[src/rtl/mem_port_pkg.sv]
package mem_port_pkg;

    localparam int WORD_W = 32;
    localparam int BYTE_W = 8;

    typedef enum logic [1:0] {
        D_IDLE,
        D_READ,
        D_WRITE
    } dside_e;

    typedef enum logic {
        I_IDLE,
        I_FETCH
    } iside_e;

endpackage

[src/rtl/mp_store.sv]
module mp_store
    import mem_port_pkg::*;
#(
    parameter int WORD_AW        = 6,
    parameter bit CLEAR_ON_RESET = 1'b1
) (
    input  logic                 clk,
    input  logic                 rst_n,
    input  logic                 we,
    input  logic [WORD_AW-1:0]   addr,
    input  logic [WORD_W-1:0]    wdata,
    output logic [WORD_W-1:0]    rdata,
    input  logic [WORD_AW+1:0]   faddr,
    output logic [BYTE_W-1:0]    fbyte
);

    localparam int DEPTH = 1 << WORD_AW;

    logic [WORD_W-1:0] cells [DEPTH];
    logic [WORD_W-1:0] fword;

    // Both read ports are combinational; results are registered by the sides.
    assign rdata = cells[addr];
    assign fword = cells[faddr[WORD_AW+1:2]];
    assign fbyte = fword[faddr[1:0]*BYTE_W +: BYTE_W];

    generate
        if (CLEAR_ON_RESET) begin : g_clear
            always_ff @(posedge clk or negedge rst_n) begin
                if (!rst_n) begin
                    for (int i = 0; i < DEPTH; i++) cells[i] <= '0;
                end else if (we) begin
                    cells[addr] <= wdata;
                end
            end
        end else begin : g_keep
            always_ff @(posedge clk) begin
                if (we) cells[addr] <= wdata;
            end
        end
    endgenerate

endmodule

[src/rtl/mp_data_side.sv]
module mp_data_side
    import mem_port_pkg::*;
#(
    parameter int WORD_AW = 6
) (
    input  logic                clk,
    input  logic                rst_n,
    input  logic                rd_req,
    input  logic                wr_req,
    input  logic [WORD_AW-1:0]  mar_in,
    input  logic                ld_en,
    input  logic [WORD_W-1:0]   cbus,
    input  logic [WORD_W-1:0]   st_rdata,
    output logic [WORD_W-1:0]   mdr_q,
    output logic                st_we,
    output logic [WORD_AW-1:0]  st_addr,
    output logic [WORD_W-1:0]   st_wdata,
    output logic                rd_done
);

    dside_e             state, state_nxt;
    logic [WORD_AW-1:0] pend_addr;
    logic [WORD_W-1:0]  pend_data;
    logic [WORD_W-1:0]  mdr_nxt;

    // State register: also captures the issue-time address and write data.
    always_ff @(posedge clk or negedge rst_n) begin
        if (!rst_n) begin
            state     <= D_IDLE;
            pend_addr <= '0;
            pend_data <= '0;
            mdr_q     <= '0;
        end else begin
            state     <= state_nxt;
            pend_addr <= mar_in;
            pend_data <= mdr_q;
            mdr_q     <= mdr_nxt;
        end
    end

    // Outputs and transitions: a read beats a write when both are requested.
    always_comb begin
        if (rd_req)      state_nxt = D_READ;
        else if (wr_req) state_nxt = D_WRITE;
        else             state_nxt = D_IDLE;

        st_we    = 1'b0;
        rd_done  = 1'b0;
        st_addr  = pend_addr;
        st_wdata = pend_data;
        mdr_nxt  = ld_en ? cbus : mdr_q;

        unique case (state)
            D_IDLE: ;
            D_READ: begin
                rd_done = 1'b1;
                mdr_nxt = st_rdata;
            end
            D_WRITE: st_we = 1'b1;
            default: ;
        endcase
    end

endmodule

[src/rtl/mp_instr_side.sv]
module mp_instr_side
    import mem_port_pkg::*;
#(
    parameter int WORD_AW = 6
) (
    input  logic                clk,
    input  logic                rst_n,
    input  logic                fetch_req,
    input  logic [WORD_AW+1:0]  pc_in,
    input  logic                ld_en,
    input  logic [BYTE_W-1:0]   cbyte,
    input  logic [BYTE_W-1:0]   st_fbyte,
    output logic [BYTE_W-1:0]   mbr_q,
    output logic [WORD_AW+1:0]  st_faddr,
    output logic                fetch_done
);

    iside_e             state, state_nxt;
    logic [WORD_AW+1:0] pend_pc;
    logic [BYTE_W-1:0]  mbr_nxt;

    always_ff @(posedge clk or negedge rst_n) begin
        if (!rst_n) begin
            state   <= I_IDLE;
            pend_pc <= '0;
            mbr_q   <= '0;
        end else begin
            state   <= state_nxt;
            pend_pc <= pc_in;
            mbr_q   <= mbr_nxt;
        end
    end

    always_comb begin
        state_nxt  = fetch_req ? I_FETCH : I_IDLE;
        st_faddr   = pend_pc;
        fetch_done = 1'b0;
        mbr_nxt    = ld_en ? cbyte : mbr_q;

        unique case (state)
            I_IDLE: ;
            I_FETCH: begin
                fetch_done = 1'b1;
                mbr_nxt    = st_fbyte;
            end
            default: ;
        endcase
    end

endmodule

[src/rtl/mem_port_split.sv]
module mem_port_split
    import mem_port_pkg::*;
#(
    parameter int WORD_AW        = 6,
    parameter bit CLEAR_ON_RESET = 1'b1
) (
    input  logic                 clk,
    input  logic                 rst_n,
    input  logic                 mem_rd,
    input  logic                 mem_wr,
    input  logic                 ifetch,
    input  logic [WORD_AW-1:0]   mar,
    input  logic [WORD_AW+1:0]   pc,
    input  logic [31:0]          c_bus,
    input  logic                 mdr_load,
    input  logic                 mbr_load,
    output logic [31:0]          mdr,
    output logic [7:0]           mbr,
    output logic [31:0]          mbr_sext,
    output logic [31:0]          mbr_zext
);

    localparam int PAD_W = WORD_W - BYTE_W;

    logic               mem_we;
    logic [WORD_AW-1:0] mem_addr;
    logic [WORD_W-1:0]  mem_wdata;
    logic [WORD_W-1:0]  mem_rdata;
    logic               rd_done;
    logic [WORD_AW+1:0] fetch_addr;
    logic [BYTE_W-1:0]  fetch_byte;
    logic               fetch_done;

    mp_data_side #(.WORD_AW(WORD_AW)) u_data (
        .clk      (clk),
        .rst_n    (rst_n),
        .rd_req   (mem_rd),
        .wr_req   (mem_wr),
        .mar_in   (mar),
        .ld_en    (mdr_load),
        .cbus     (c_bus),
        .st_rdata (mem_rdata),
        .mdr_q    (mdr),
        .st_we    (mem_we),
        .st_addr  (mem_addr),
        .st_wdata (mem_wdata),
        .rd_done  (rd_done)
    );

    mp_instr_side #(.WORD_AW(WORD_AW)) u_instr (
        .clk        (clk),
        .rst_n      (rst_n),
        .fetch_req  (ifetch),
        .pc_in      (pc),
        .ld_en      (mbr_load),
        .cbyte      (c_bus[BYTE_W-1:0]),
        .st_fbyte   (fetch_byte),
        .mbr_q      (mbr),
        .st_faddr   (fetch_addr),
        .fetch_done (fetch_done)
    );

    mp_store #(.WORD_AW(WORD_AW), .CLEAR_ON_RESET(CLEAR_ON_RESET)) u_store (
        .clk   (clk),
        .rst_n (rst_n),
        .we    (mem_we),
        .addr  (mem_addr),
        .wdata (mem_wdata),
        .rdata (mem_rdata),
        .faddr (fetch_addr),
        .fbyte (fetch_byte)
    );

    assign mbr_sext = {{PAD_W{mbr[BYTE_W-1]}}, mbr};
    assign mbr_zext = {{PAD_W{1'b0}}, mbr};

endmodule

[config.mk]
export PLATFORM = sky130hd
export DESIGN_NAME = mem_port_split
export DESIGN_NICKNAME = d
export VERILOG_FILES = /design/src/rtl/mem_port_pkg.sv /design/src/rtl/mp_store.sv /design/src/rtl/mp_data_side.sv /design/src/rtl/mp_instr_side.sv /design/src/rtl/mem_port_split.sv
export SDC_FILE = /design/constraint.sdc
export NUM_CORES = 2
export LEC_CHECK = 0
export BUFFER_PORTS_ARGS = -buffer_cell sky130_fd_sc_hd__buf_2
export CAP_MARGIN = 20
export CORE_MARGIN = 2
export CORE_UTILIZATION = 25
export DETAILED_ROUTE_END_ITERATION = 16
export PLACE_DENSITY_LB_ADDON = 0.25
export SETUP_SLACK_MARGIN = 0.15
export SYNTH_ARGS = -nofsm -noshare
export SYNTH_HDL_FRONTEND = slang
export SYNTH_HIERARCHICAL = 1
export SYNTH_SLANG_ARGS = --single-unit
[constraint.sdc]
create_clock -name clk -period 2.52 [get_ports clk]
set_clock_uncertainty 0.2 [all_clocks]
set_input_delay 0.252 -clock clk [delete_from_list [all_inputs] [get_ports clk]]
set_output_delay 0.252 -clock clk [all_outputs]
set_load 0.02 [all_outputs]
==> metrics.txt <==
status=complete, but fails checks; failing checks=setup timing; required time worst endpoint=3.13 ns; # H-tree levels=4; port bufs=~130; core area=about 430000 µm²; Area growth, synth to finish=36.51%; DRC=0; initial core utilization=0.2515; Tot Pwr=about 84 mW; final setup TNS=-413.49 ns; Critical Path End Type=flip-flop; P_leak=roughly 66 nW; Root Driver=clkbuf_16; Post-Syn Instances=7929; vias in the first global route=~88000; gpl congestion=0.9275; first-pass GRT wire length=between 700000 and 800000 µm; number of top-level pins=roughly 160; Max Slew Vio Count=0; # rows=241; clock buffer depth=4; Die X=about 660 µm; Clk Latency, worst-skew pair=around 0.96 ns; DR WL/cell=about 37 µm; fin crit share=1.351; Max-Cap Viols=0; CTS tree=yes; total grt overflow=0; Cell Area, Synth=108500 µm²; hold path cells=4; RSZ-0062 raised after global routing=true; nets=a little over 9000; initial antenna violation count=36; Min Hold Slack=around 0.017 ns; post-synthesis area per instance=between 10 and 15 µm²; setup ws final=-0.8838 ns; R2R cell count=11; Fmax=between 200 and 300 MHz; CTS Buf Count=approximately 240; Relative slew margins=0.3682; clock-pin slew on the worst setup and hold paths=0.07 ns; # setup viols final=2037; via count=approximately 87000; Filler cells=41574; synthesis warning total=6; Initial DRC Count=10230; CP Class=reg -> reg; Via density=5.739; Hold WC Path Type=in -> reg; Die Ht=approximately 660 µm; Antenna Nets Post-Route=0; dpl ws=-1.424 ns; gr usage total=0.2460; pwr/cell area=about 570 nW/µm²; Tmin final=roughly 3.4 ns; largest net degree at the start of global routing=around 130; VDD IR-drop max=approximately 0.6 mV; clock sinks=2137; area of the multi-input gates=54740 µm²; drt total wl=between 500000 and 600000 µm; Crit Reg-Reg Startpoint=u_instr/st_faddr[3]$_DFF_PN0_; First-pass DRT Iterations=6; Startpoint Class=flip-flop; slew at the pin with the worst max-slew slack=approximately 0.95 ns; die area=around 440000 µm²; DP HPWL=between 300000 and 400000 µm; layout cells sized above 1=0.5767; Worst setup startpoint=u_instr/st_faddr[3]$_DFF_PN0_; Hold Startpoint=c_bus[8]; CP Data Arrival Time=~4 ns; Reg area=between 50000 and 60000 µm²; Final Hold Viols=0; Worst Path Max Fanout=34
==> cells in the final DEF, fill, tap and decap left out, types with 63 or more instances in the layout <==
| cell | n |
|---|---|
| a21oi_1 | 81 |
| a221oi_2 | 84 |
| a22o_1 | 140 |
| a22oi_1 | 805 |
| a22oi_2 | 121 |
| a31oi_1 | 68 |
| buf_12 | 488 |
| buf_16 | 74 |
| buf_2 | 130 |
| buf_4 | 1037 |
| buf_6 | 143 |
| clkbuf_16 | 270 |
| clkbuf_8 | 64 |
| dfrtp_1 | 2121 |
| dlygate4sd3_1 | 101 |
| mux2_2 | 1960 |
| mux2_4 | 152 |
| mux2i_1 | 159 |
| mux4_2 | 436 |
| nand2_1 | 64 |
| nand4_1 | 63 |
==> routing by layer <==
| layer | vias up | GRT usage | wire, µm | share of wire |
|---|---|---|---|---|
| met2 | 5335 | 0.3687 | 246100 | 0.43 |
| met1 | 46735 | 0.3254 | 226300 | 0.40 |
| li1 | 33742 | - | - | - |
| met4 | 24 | 0.1347 | 39480 | 0.070 |
| met5 | - | 0 | 149 | 0.00026 |
| met3 | 1454 | 0.06017 | 55460 | 0.098 |
==> layout make-up <==
| type | count | share of cell area |
|---|---|---|
| Timing Repair Buffer | 2047 | 0.1642 |
| Clock buffer | 355 | 0.04865 |
| Tap cell | 5710 | 0.04823 |
| Sequential cell | 2137 | 0.3612 |
| Inverter | 3 | 0.00009292 |
| Multi-Input combinational cell | 4858 | 0.3695 |
| Antenna cell | 13 | 0.0002196 |
| Clock inverter | 88 | 0.007890 |
==> stage by stage <==
step / util / cell area, µm² / std cells
after detailed placement: 0.2991 / 129100 / 14318
after floorplan: - / 108800 / 7952
after CTS: 0.3358 / 144900 / 15103
after global routing: 0.3432 / 148100 / 15201
after global placement: 0.2991 / 129100 / 14317
final: 0.3433 / 148100 / 15211
==> sequential cells by signal, indices dropped and copies added (netlist names) <==
register	cells
u_instr/mbr_q	8
u_data/st_addr	6
u_instr/state	1
u_instr/st_faddr	8
u_data/state	2
u_store/cells	2048
u_data/st_wdata	32
u_data/mdr_q	32
==> final timing paths <==
kind	end	slack, ns
worst max-delay path	u_instr/mbr_q[6]$_DFFE_PN0P_	-0.88
worst min-delay path	u_data/mdr_q[8]$_DFFE_PN0P_	0.02
worst max register to register	u_instr/mbr_q[6]$_DFFE_PN0P_	-0.88
worst min register to register	u_data/st_wdata[30]$_DFF_PN0_	0.20
max in group asynchronous	u_store/cells[804]$_DFFE_PN0P_	0.62
min in group asynchronous	u_instr/mbr_q[6]$_DFFE_PN0P_	0.39
==> report_power, final <==
group	leakage, nW	internal, mW	switching, mW
clock network	4.14	22.2	15.8
logic	32.6	4.05	5.90
registers	29.6	35.3	0.895
==> timing repair <==
| action | in CTS | in global routing |
|---|---|---|
| pin swaps | 217 | 170 |
| gates cloned | 28 | 26 |
| endpoints found under the setup margin | 2120 | 2124 |
| gates resized for setup | 700 | 357 |
| setup buffers | 213 | 72 |
| endpoints found under the hold margin | 2194 | 0 |
| hold buffers | 102 | 0 |
==> worst max-delay path, stage by stage (launching register included) <==
cell     delay [ns]
dfrtp_4        0.55
buf_12         0.24
buf_16         0.28
mux4_2         0.35
a22oi_1        0.26
nand2_1        0.12
a22o_1         0.32
nor3_4         0.48
buf_6          0.17
nor4_2         0.04
nand2_1        0.11
o21ai_2        0.07
Note: power is estimated with default switching activity, not from simulation.
